File: src/rtl/pcm_ft_pkg.sv
package pcm_ft_pkg;

  // Per-cycle strobes passed from timing control to the frame datapath
  typedef struct packed {
    logic tick;      // selected bit-clock edge seen this cycle
    logic syncRise;  // sampled sync went 0->1 at this tick
    logic syncFall;  // sampled sync went 1->0 at this tick
  } ftStrobe_t;

  typedef enum logic {
    FT_IDLE = 1'b0,
    FT_RUN  = 1'b1
  } ftState_t;

endpackage

File: src/rtl/pcm_ft_sync.sv
module pcm_ft_sync #(
  parameter int STAGES = 2
) (
  input  logic clk,
  input  logic rstN,
  input  logic d,
  output logic q
);
  logic [STAGES-1:0] pipe;

  always_ff @(posedge clk or negedge rstN) begin
    if (!rstN) pipe <= '0;
    else       pipe <= {pipe[STAGES-2:0], d};
  end

  assign q = pipe[STAGES-1];
endmodule

File: src/rtl/pcm_ft_ctrl.sv
module pcm_ft_ctrl
  import pcm_ft_pkg::*;
#(
  parameter int DIV_W       = 8,
  parameter int SYNC_STAGES = 2
) (
  input  logic             clk,
  input  logic             rstN,
  input  logic             cfgBclkSlave,
  input  logic             cfgBclkFallEdge,
  input  logic             cfgClkDisable,
  input  logic [DIV_W-1:0] cfgHalfPeriod,
  input  logic             bclkIn,
  input  logic             fsIn,
  output logic             bclkOut,
  output ftStrobe_t        strobe
);
  logic [DIV_W-1:0] divCnt;
  logic bclkGen;
  logic bclkSync, fsSync;
  logic lvl, prevLvl, riseB, fallB, tick;
  logic fsPrev;

  // Internal bit clock divider
  always_ff @(posedge clk or negedge rstN) begin
    if (!rstN) begin
      divCnt  <= '0;
      bclkGen <= 1'b0;
    end else if (cfgClkDisable || cfgBclkSlave) begin
      divCnt  <= '0;
      bclkGen <= 1'b0;
    end else if (divCnt >= cfgHalfPeriod) begin
      divCnt  <= '0;
      bclkGen <= ~bclkGen;
    end else begin
      divCnt  <= divCnt + 1'b1;
    end
  end

  // External pins enter through synchronizers
  for (genvar g = 0; g < 2; g++) begin : g_sync
    if (g == 0) begin : g_bclk
      pcm_ft_sync #(.STAGES(SYNC_STAGES)) u_sync (
        .clk(clk), .rstN(rstN), .d(bclkIn), .q(bclkSync));
    end else begin : g_fs
      pcm_ft_sync #(.STAGES(SYNC_STAGES)) u_sync (
        .clk(clk), .rstN(rstN), .d(fsIn), .q(fsSync));
    end
  end

  assign lvl = cfgBclkSlave ? bclkSync : bclkGen;

  always_ff @(posedge clk or negedge rstN) begin
    if (!rstN) prevLvl <= 1'b0;
    else       prevLvl <= lvl;
  end

  assign riseB = lvl & ~prevLvl;
  assign fallB = ~lvl & prevLvl;
  assign tick  = !cfgClkDisable && (cfgBclkFallEdge ? fallB : riseB);

  // Sync sampled once per bit step
  always_ff @(posedge clk or negedge rstN) begin
    if (!rstN)     fsPrev <= 1'b0;
    else if (tick) fsPrev <= fsSync;
  end

  assign strobe.tick     = tick;
  assign strobe.syncRise = tick & fsSync & ~fsPrev;
  assign strobe.syncFall = tick & ~fsSync & fsPrev;
  assign bclkOut         = bclkGen;

  AST_BCLK_QUIET: assert property (@(posedge clk) disable iff (!rstN)
    (cfgClkDisable || cfgBclkSlave) |=> !bclkOut);
  AST_BCLK_HOLD: assert property (@(posedge clk) disable iff (!rstN)
    (!cfgClkDisable && !cfgBclkSlave && divCnt < cfgHalfPeriod)
      |=> (bclkOut == $past(bclkOut)));
endmodule

File: src/rtl/pcm_ft_dpath.sv
module pcm_ft_dpath
  import pcm_ft_pkg::*;
#(
  parameter int LEN_W = 10
) (
  input  logic             clk,
  input  logic             rstN,
  input  ftStrobe_t        strobe,
  input  logic [LEN_W-1:0] cfgFrameLenM1,
  input  logic [LEN_W-1:0] cfgSyncLen,
  input  logic             cfgFsSlave,
  input  logic             cfgFsInvert,
  output logic [LEN_W-1:0] bitIndex,
  output logic             frameStart,
  output logic             bitValid,
  output logic             fsOut
);
  ftState_t         state;
  logic [LEN_W-1:0] cnt, nextCnt;
  logic [LEN_W-1:0] actLenM1, actSync;
  logic             actFsSlave, actFsInv;
  logic             selSlave, selInv, syncHit, atEnd, startNow, stepNow;

  function automatic logic fsLevel(input logic [LEN_W-1:0] idx,
                                   input logic [LEN_W-1:0] len,
                                   input logic inv, input logic slave);
    return slave ? 1'b0 : ((idx < len) ^ inv);
  endfunction

  // Before the first frame the live fields decide how to start
  assign selSlave = (state == FT_RUN) ? actFsSlave : cfgFsSlave;
  assign selInv   = (state == FT_RUN) ? actFsInv   : cfgFsInvert;
  assign syncHit  = selSlave && (selInv ? strobe.syncFall : strobe.syncRise);
  assign atEnd    = (cnt == actLenM1);
  assign startNow = strobe.tick &&
                    ((state == FT_IDLE) ? (!cfgFsSlave || syncHit)
                                        : (atEnd || syncHit));
  assign stepNow  = strobe.tick && (state == FT_RUN) && !startNow;
  assign nextCnt  = cnt + 1'b1;

  always_ff @(posedge clk or negedge rstN) begin
    if (!rstN) begin
      state      <= FT_IDLE;
      cnt        <= '0;
      actLenM1   <= '0;
      actSync    <= '0;
      actFsSlave <= 1'b0;
      actFsInv   <= 1'b0;
      frameStart <= 1'b0;
      bitValid   <= 1'b0;
      fsOut      <= 1'b0;
    end else begin
      bitValid <= startNow | stepNow;
      if (startNow) begin
        state      <= FT_RUN;
        cnt        <= '0;
        actLenM1   <= cfgFrameLenM1;
        actSync    <= cfgSyncLen;
        actFsSlave <= cfgFsSlave;
        actFsInv   <= cfgFsInvert;
        frameStart <= 1'b1;
        fsOut      <= fsLevel('0, cfgSyncLen, cfgFsInvert, cfgFsSlave);
      end else if (stepNow) begin
        cnt        <= nextCnt;
        frameStart <= 1'b0;
        fsOut      <= fsLevel(nextCnt, actSync, actFsInv, actFsSlave);
      end else if (state == FT_IDLE) begin
        fsOut      <= cfgFsSlave ? 1'b0 : cfgFsInvert;
      end
    end
  end

  assign bitIndex = cnt;

  AST_IDX_BOUND: assert property (@(posedge clk) disable iff (!rstN)
    (state == FT_RUN) |-> (cnt <= actLenM1));
  AST_IDX_STEP: assert property (@(posedge clk) disable iff (!rstN)
    (bitValid && !frameStart) |-> (bitIndex == $past(bitIndex) + 1'b1));
  AST_START_ZERO: assert property (@(posedge clk) disable iff (!rstN)
    frameStart |-> (bitIndex == '0));
  AST_VALID_PULSE: assert property (@(posedge clk) disable iff (!rstN)
    bitValid |=> !bitValid);
  AST_CFG_HOLD: assert property (@(posedge clk) disable iff (!rstN)
    !startNow |=> ($stable(actLenM1) && $stable(actSync) && $stable(actFsInv)));
  AST_SLAVE_QUIET: assert property (@(posedge clk) disable iff (!rstN)
    (state == FT_RUN && actFsSlave) |-> !fsOut);
endmodule

File: src/rtl/pcm_frame_timer.sv
module pcm_frame_timer
  import pcm_ft_pkg::*;
#(
  parameter int LEN_W       = 10,
  parameter int DIV_W       = 8,
  parameter int SYNC_STAGES = 2
) (
  input  logic             clk,
  input  logic             rstN,
  input  logic             cfgBclkSlave,
  input  logic             cfgBclkFallEdge,
  input  logic             cfgClkDisable,
  input  logic [DIV_W-1:0] cfgHalfPeriod,
  input  logic [LEN_W-1:0] cfgFrameLenM1,
  input  logic [LEN_W-1:0] cfgSyncLen,
  input  logic             cfgFsSlave,
  input  logic             cfgFsInvert,
  input  logic             bclkIn,
  input  logic             fsIn,
  output logic             bclkOut,
  output logic             fsOut,
  output logic [LEN_W-1:0] bitIndex,
  output logic             frameStart,
  output logic             bitValid
);
  ftStrobe_t strobe;

  pcm_ft_ctrl #(.DIV_W(DIV_W), .SYNC_STAGES(SYNC_STAGES)) u_ctrl (
    .clk(clk), .rstN(rstN),
    .cfgBclkSlave(cfgBclkSlave), .cfgBclkFallEdge(cfgBclkFallEdge),
    .cfgClkDisable(cfgClkDisable), .cfgHalfPeriod(cfgHalfPeriod),
    .bclkIn(bclkIn), .fsIn(fsIn),
    .bclkOut(bclkOut), .strobe(strobe));

  pcm_ft_dpath #(.LEN_W(LEN_W)) u_dpath (
    .clk(clk), .rstN(rstN), .strobe(strobe),
    .cfgFrameLenM1(cfgFrameLenM1), .cfgSyncLen(cfgSyncLen),
    .cfgFsSlave(cfgFsSlave), .cfgFsInvert(cfgFsInvert),
    .bitIndex(bitIndex), .frameStart(frameStart),
    .bitValid(bitValid), .fsOut(fsOut));
endmodule

File: config.mk
export PLATFORM = sky130hd
export DESIGN_NAME = pcm_frame_timer
export DESIGN_NICKNAME = d
export VERILOG_FILES = /design/src/rtl/pcm_ft_pkg.sv /design/src/rtl/pcm_ft_sync.sv /design/src/rtl/pcm_ft_ctrl.sv /design/src/rtl/pcm_ft_dpath.sv /design/src/rtl/pcm_frame_timer.sv
export SDC_FILE = /design/constraint.sdc
export NUM_CORES = 1
export LEC_CHECK = 0
export CAP_MARGIN = 15
export CORE_ASPECT_RATIO = 0.6
export CORE_MARGIN = 2
export CORE_UTILIZATION = 53
export CTS_CLUSTER_DIAMETER = 40
export CTS_CLUSTER_SIZE = 8
export DETAILED_ROUTE_END_ITERATION = 12
export HOLD_SLACK_MARGIN = 0.02
export PLACE_DENSITY = 0.76
export SKIP_LAST_GASP = 1
export SLEW_MARGIN = 20
export SYNTH_ARGS = -nofsm -noshare
export SYNTH_HDL_FRONTEND = slang
export SYNTH_SLANG_ARGS = --single-unit
File: constraint.sdc
create_clock -name clk -period 3.2 [get_ports clk]
set_clock_uncertainty 0.15 [all_clocks]
set_input_delay 0.64 -clock clk [delete_from_list [all_inputs] [get_ports clk]]
set_output_delay 0.64 -clock clk [all_outputs]
set_load 0.02 [all_outputs]
* Word level (Yosys, flattened, before mapping)
Index checks and enable logic that the tools add are counted.
** Storage, ports and cells
- Output and inout bits :: 14
- Word-level logic and storage cells :: 69
- Input port bits :: 37
- Bits in registers :: 51
** Operators by class
- Multiplexer cells :: 20
- Reduce and logical (&&, ||, !) cells :: 13
- Bitwise operators :: 14
- Add/sub/neg operators :: 2
- Equal/unequal tests :: 2
- Order comparisons :: 3
** Operators by type and width (count)
- $mux 10 :: 2
- $mux 1 :: 16
- $mux 8 :: 2
- $add 10x1->10 const B :: 1
- $eq 10x10->1 :: 1
- $lt 1x10->1 const A :: 1
- $lt 10x10->1 :: 1
- $add 8x1->8 const B :: 1
- $ge 8x8->1 :: 1
- $and 1x1->1 :: 6
- $logic_and 1x1->1 :: 5
- $not 1->1 :: 5
- $reduce_bool 2->1 :: 2
- $logic_not 1->1 :: 3
- $logic_or 1x1->1 :: 3
- $ne 3x3->1 const B :: 1
- $xor 1x1->1 :: 2
- $or 1x1->1 :: 1

* Longest topological paths before layout
- Depth after elaboration :: 16
- Mapped depth :: 11
- Gate-level depth less buffers :: 10

* Modules after synthesis
Synthesis repeated with hierarchy kept, for this count alone.
** Unflattened totals
- Cells, all modules :: 250
- Area total of the unflattened synthesis :: 2931.6 um^2
** Modules (own cells, without submodules)
- pcm_ft_dpath :: instances 1, seq. area each 900.9 um^2, area each 2104.5 um^2, cells each 174
- pcm_ft_ctrl :: instances 1, seq. area each 275.3 um^2, area each 726.9 um^2, cells each 72
- pcm_ft_sync :: instances 2, seq. area each 50.0 um^2, area each 50.0 um^2, cells each 2

* Worst setup path after synthesis
No wires, ideal clock.
- Path kind :: reg-to-reg
- Start :: register u_dpath.cnt[0], in the netlist u_dpath.bitIndex[0]
- End :: register u_dpath.fsOut
- Cell stages (with the launch flop) :: 11
- Data arrival time :: 2.487 ns
- Clock period less this slack :: 2.769 ns
- Path buffers :: 0
- Required time :: 2.918 ns
- Library setup time :: 0.132 ns
- Slack :: 0.431 ns
- Cell sequence :: dfrtp_1 > ha_1 > and3_1 > and3_1 > nand3_1 > xnor2_1 > ha_1 > a2111o_1 > o22ai_1 > mux2i_1 > o21ai_0
** On the way
- Longest elaborated chain between the ends :: 8
- Elaborated cells on any way between the ends :: 13
- Classes of those cells :: add/sub (1); order compare (1); eq/ne (2); mux (4); bitwise (1); reduce/logical (4)
** RTL lines
- start: declaration :: RTL line pcm_ft_dpath.sv:19 : logic [LEN_W-1:0] cnt, nextCnt;
- start signal: assignment :: RTL line pcm_ft_dpath.sv:64 : cnt <= nextCnt;
- branches (longest 8 deep; another with $add 10x1->10)
- end signal: assignment :: RTL line pcm_ft_dpath.sv:62 : fsOut <= fsLevel('0, cfgSyncLen, cfgFsInvert, cfgFsSlave);
- end signal: assignment :: RTL line pcm_ft_dpath.sv:66 : fsOut <= fsLevel(nextCnt, actSync, actFsInv, actFsSlave);
- end signal: assignment :: RTL line pcm_ft_dpath.sv:68 : fsOut <= cfgFsSlave ? 1'b0 : cfgFsInvert;
- end: declaration :: RTL line pcm_ft_dpath.sv:16 : output logic fsOut
Parallel ways; which one is timed is not known.
A chain may end at the register's enable or synchronous reset.

* Worst setup path in the final report
Ends and elaborated chain as after synthesis.

==> flow_metrics.py <==
metrics = {
    "status": {
        "outcome": "completed",
    },
    "layout": {
        "syn2layout_area_growth_pct": 25.3,
        "design_area_um2": 3570,
        "stdcell_count": 372,
        "layout.nets": 361,
        "antenna_cells": 0,
        "drive_above_1_share_pct": 15.0,
    },
    "sta": {
        "setup_violations": 0,
        "period_minus_slack_ns": 2.81,
        "finalHoldViolCount": 0,
        "timing.fmax_ghz": 0.356,
        "worst_slew_pin_slew_ns": 0.602,
        "layout_setup_ws_ns": 0.390,
        "slew_headroom_pct": 59.6,
        "fin_crit_sh_pct": 87.8,
        "tns_ns": 0,
        "rsz0062_at_grt": "false",
        "drv_slew": 0,
    },
    "clock_tree": {
        "post-cts-setup-buffer-count": 0,
        "post_cts_resized": 0,
        "clk_pin_slew_ns": 0.09,
        "clock_latency_ns": 0.31,
        "numClockSinks": 51,
        "cts_hold_buf": 0,
        "cts_tree": "built",
        "cts_root_buf": "clkbuf_8",
        "clk_path_buf_depth": 2,
        "htreeDepth": 2,
        "cts_buffers": 5,
    },
    "floorplanning": {
        "core_area_um2": 5130,
        "die_w_um": 98.7,
        "num_rows": 20,
        "die_h_um": 60.8,
        "initial_core_util_pct": 55.6,
        "pin_count": 51,
        "die_area_um2": 6000,
    },
    "synthesis": {
        "avgSynthCellArea_um2": 11.6,
        "synth_top_area_share_pct": 44.7,
        "synth_seq_area_share_pct": 44.7,
        "yosysWarnings": 0,
        "synth_flop_cell": "dfrtp_1",
        "synthTopCellsByArea": "dfrtp_1 (45%), mux2_4 (10%), ha_1 (8.3%), xnor2_1 (4.3%), xor2_1 (3.4%)",
        "synth-edff-count": 0,
        "synth_top_cell_by_area": "dfrtp_1",
        "yosysUniqueCellTypes": 45,
        "syn-instance-count": 246,
        "synth_area_um2": 2850,
        "mappedNetlistNets": 302,
        "async_flop_share_pct": 100,
        "synth-seq-cells": 51,
    },
    "power_and_ir_drop": {
        "p_int_mw": 1.52,
        "total_power_mw": 2.20,
        "ir_drop_v": 0.000373,
        "switchingPower_uw": 673,
        "powerDensity_nw_per_um2": 614,
        "seqPwrFrac_pct": 44.0,
        "switching_share_pct": 30.7,
        "leakagePower_nw": 1.77,
        "power_frac_clock_pct": 21.2,
        "p_comb_share_pct": 34.8,
    },
    "setup_path": {
        "path_class": "reg -> reg",
        "crit_arrival_ns": 2.85,
        "worst-path-buf-inv": 0,
        "critPathMaxFanout": 4,
        "cp-start-kind": "flip-flop",
        "cp.required_ns": 3.24,
        "max_stage_delay_ns": 0.38,
        "slowest_stage": "a2111o_1",
        "cp_top_family": "compound AO/OA/AOI/OAI gates",
        "crit_chain": "ha_1 -> and3_1 -> and3_1 -> nand3_1 -> xnor2_1 -> ha_1 -> a2111o_1 -> o22ai_1 -> mux2i_1 -> o21ai_0",
        "cp-end-kind": "flip-flop",
    },
    "run": {
        "timing.max_cap.violations": 0,
    },
    "global_route": {
        "grt_pass1_wl_um": 9850,
        "antenna_found_initial": 0,
        "grt_pass1_vias": 1922,
        "grt_start_max_net_pins": 33,
        "track_usage_pct": 21.9,
        "overflow": 0,
    },
    "min_path": {
        "hp-class": "in -> async",
    },
    "place": {
        "placed_area_um2": 3460,
        "hpwl_um": 4620,
        "gp_congestion": 0.845,
        "placedCellCount": 364,
        "numPortBuffers": 50,
        "dpl_worst_slack_ns": 0.143,
    },
    "route": {
        "vias": 2018,
        "first_pass_iters": 4,
        "first_iter_violations": 120,
        "drc": 0,
        "vias_per_cell": 5.42,
        "ant_nets": 0,
        "drt-total-wl_um": 6030,
        "avgRoutedWirePerCell_um": 16.2,
    },
}
-- cell type report --
type / instances / area (um2)
Multi-Input combinational cell: 172 / 1470
Inverter: 19 / 76.3
Sequential cell: 51 / 1280
Tap cell: 66 / 82.6
Clock inverter: 2 / 35.0
Clock buffer: 6 / 82.6
Fill cell: 389 / 1560
Timing Repair Buffer: 56 / 553
-- flip-flops by register name, indices dropped and copies added (netlist names) --
| name | count |
|---|---|
| u_dpath.actFsInv | 1 |
| u_ctrl.divCnt | 8 |
| u_dpath.bitValid | 1 |
| u_dpath.bitIndex | 10 |
| u_ctrl.bclkOut | 1 |
| u_ctrl.g_sync.g_bclk.u_sync.pipe | 2 |
| u_ctrl.prevLvl | 1 |
| u_dpath.state | 1 |
| u_ctrl.g_sync.g_fs.u_sync.pipe | 2 |
| u_dpath.frameStart | 1 |
| u_dpath.actFsSlave | 1 |
| u_ctrl.fsPrev | 1 |
| u_dpath.fsOut | 1 |
| u_dpath.actSync | 10 |
| u_dpath.actLenM1 | 10 |
-- kinds of logic after synthesis --
family | Yosys count | share of synthesized area, %
compound gates | 41 | 11.1
buf+inv | 23 | 3.82
mux | 26 | 12.7
fa+ha+maj | 19 | 8.33
simple gates | 61 | 11.7
xor+xnor | 25 | 7.68
flops | 51 | 44.7
-- worst register-to-register path, delay by kind of cell, from the launching register on --
| kind | cells | cell delay [ns] |
|---|---|---|
| compound gates | 3 | 0.68 |
| xor+xnor | 1 | 0.17 |
| fa+ha+maj | 2 | 0.45 |
| flops | 1 | 0.37 |
| mux | 1 | 0.23 |
| simple gates | 3 | 0.64 |
-- placed cells by master, fill, tap and decap left out, drive strengths merged, types with 2 or more instances in the layout --
cell type and count:
a22o 4, mux2i 2, a21boi 2, nand4 2, nand2b 5, clkbuf 6
o22ai 3, mux2 24, o21a 4, a21o 6, clkdlybuf4s50 49, inv 19
and3 6, nand2 8, nor3 2, o211ai 2, xor2 11, nor3b 3
nand3 11, nor2 14, xnor2 14, nor4 4, buf 7, dfrtp 51
or3 2, ha 19, o21ai 10
-- Yosys cell counts, types with 2 or more instances --
master	count
a21boi_0	2
a21o_1	6
a22o_1	4
and3_1	6
buf_2	2
buf_6	2
dfrtp_1	51
ha_1	19
inv_1	18
mux2_2	5
mux2_4	19
mux2i_1	2
nand2_1	8
nand2b_1	5
nand3_1	11
nand4_1	2
nor2_1	14
nor3b_1	3
nor4_1	4
o211ai_1	2
o21a_1	4
o21ai_0	8
o22ai_1	3
or3_1	2
xnor2_1	14
xor2_1	11
-- layer usage --
metal  up-vias  share of wire [%]  GRT usage, %
met5         -                  0             0
met3         6                6.0          4.38
li1        986                  -             -
met4         0               0.88          5.48
met1       965                 54          36.1
met2        61                 39          28.9
-- through the flow --
| step | hold WS, ns | utilization [%] |
|---|---|---|
| after detailed placement | 0.195 | 67.4 |
| final | 0.116 | 69.7 |
| after CTS | 0.130 | 69.7 |
| after global routing | 0.158 | 69.7 |
| after global placement | 0.185 | 67.4 |
| after floorplan | 0.181 | - |
-- power groups by stage --
stage / Combinational [mW] / Sequential, mW / Clock (mW)
after floorplan: 0.505 / 0.967 / 0
after global placement: 0.747 / 0.967 / 0
after detailed placement: 0.768 / 0.970 / 0
after CTS: 0.772 / 0.963 / 0.474
after global routing: 0.834 / 0.984 / 0.495
final: 0.764 / 0.966 / 0.465
-- path summary, 6_finish.rpt --
path	cells past startpoint	end	start	slack [ns]
worst min-delay path	1	u_ctrl.g_sync[1].g_fs.u_sync.pipe[0]	rstN	0.12
worst min register to register	0	u_ctrl.g_sync[0].g_bclk.u_sync.pipe[1]	u_ctrl.g_sync[0].g_bclk.u_sync.pipe[0]	0.22
max in group asynchronous	2	u_dpath.actLenM1[2]	rstN	2.01
worst max register to register	10	u_dpath.fsOut	u_dpath.bitIndex[0]	0.39
worst max-delay path	10	u_dpath.fsOut	u_dpath.bitIndex[0]	0.39
min in group clk	0	u_ctrl.g_sync[0].g_bclk.u_sync.pipe[1]	u_ctrl.g_sync[0].g_bclk.u_sync.pipe[0]	0.22
Power figures use the tool's default switching activity.
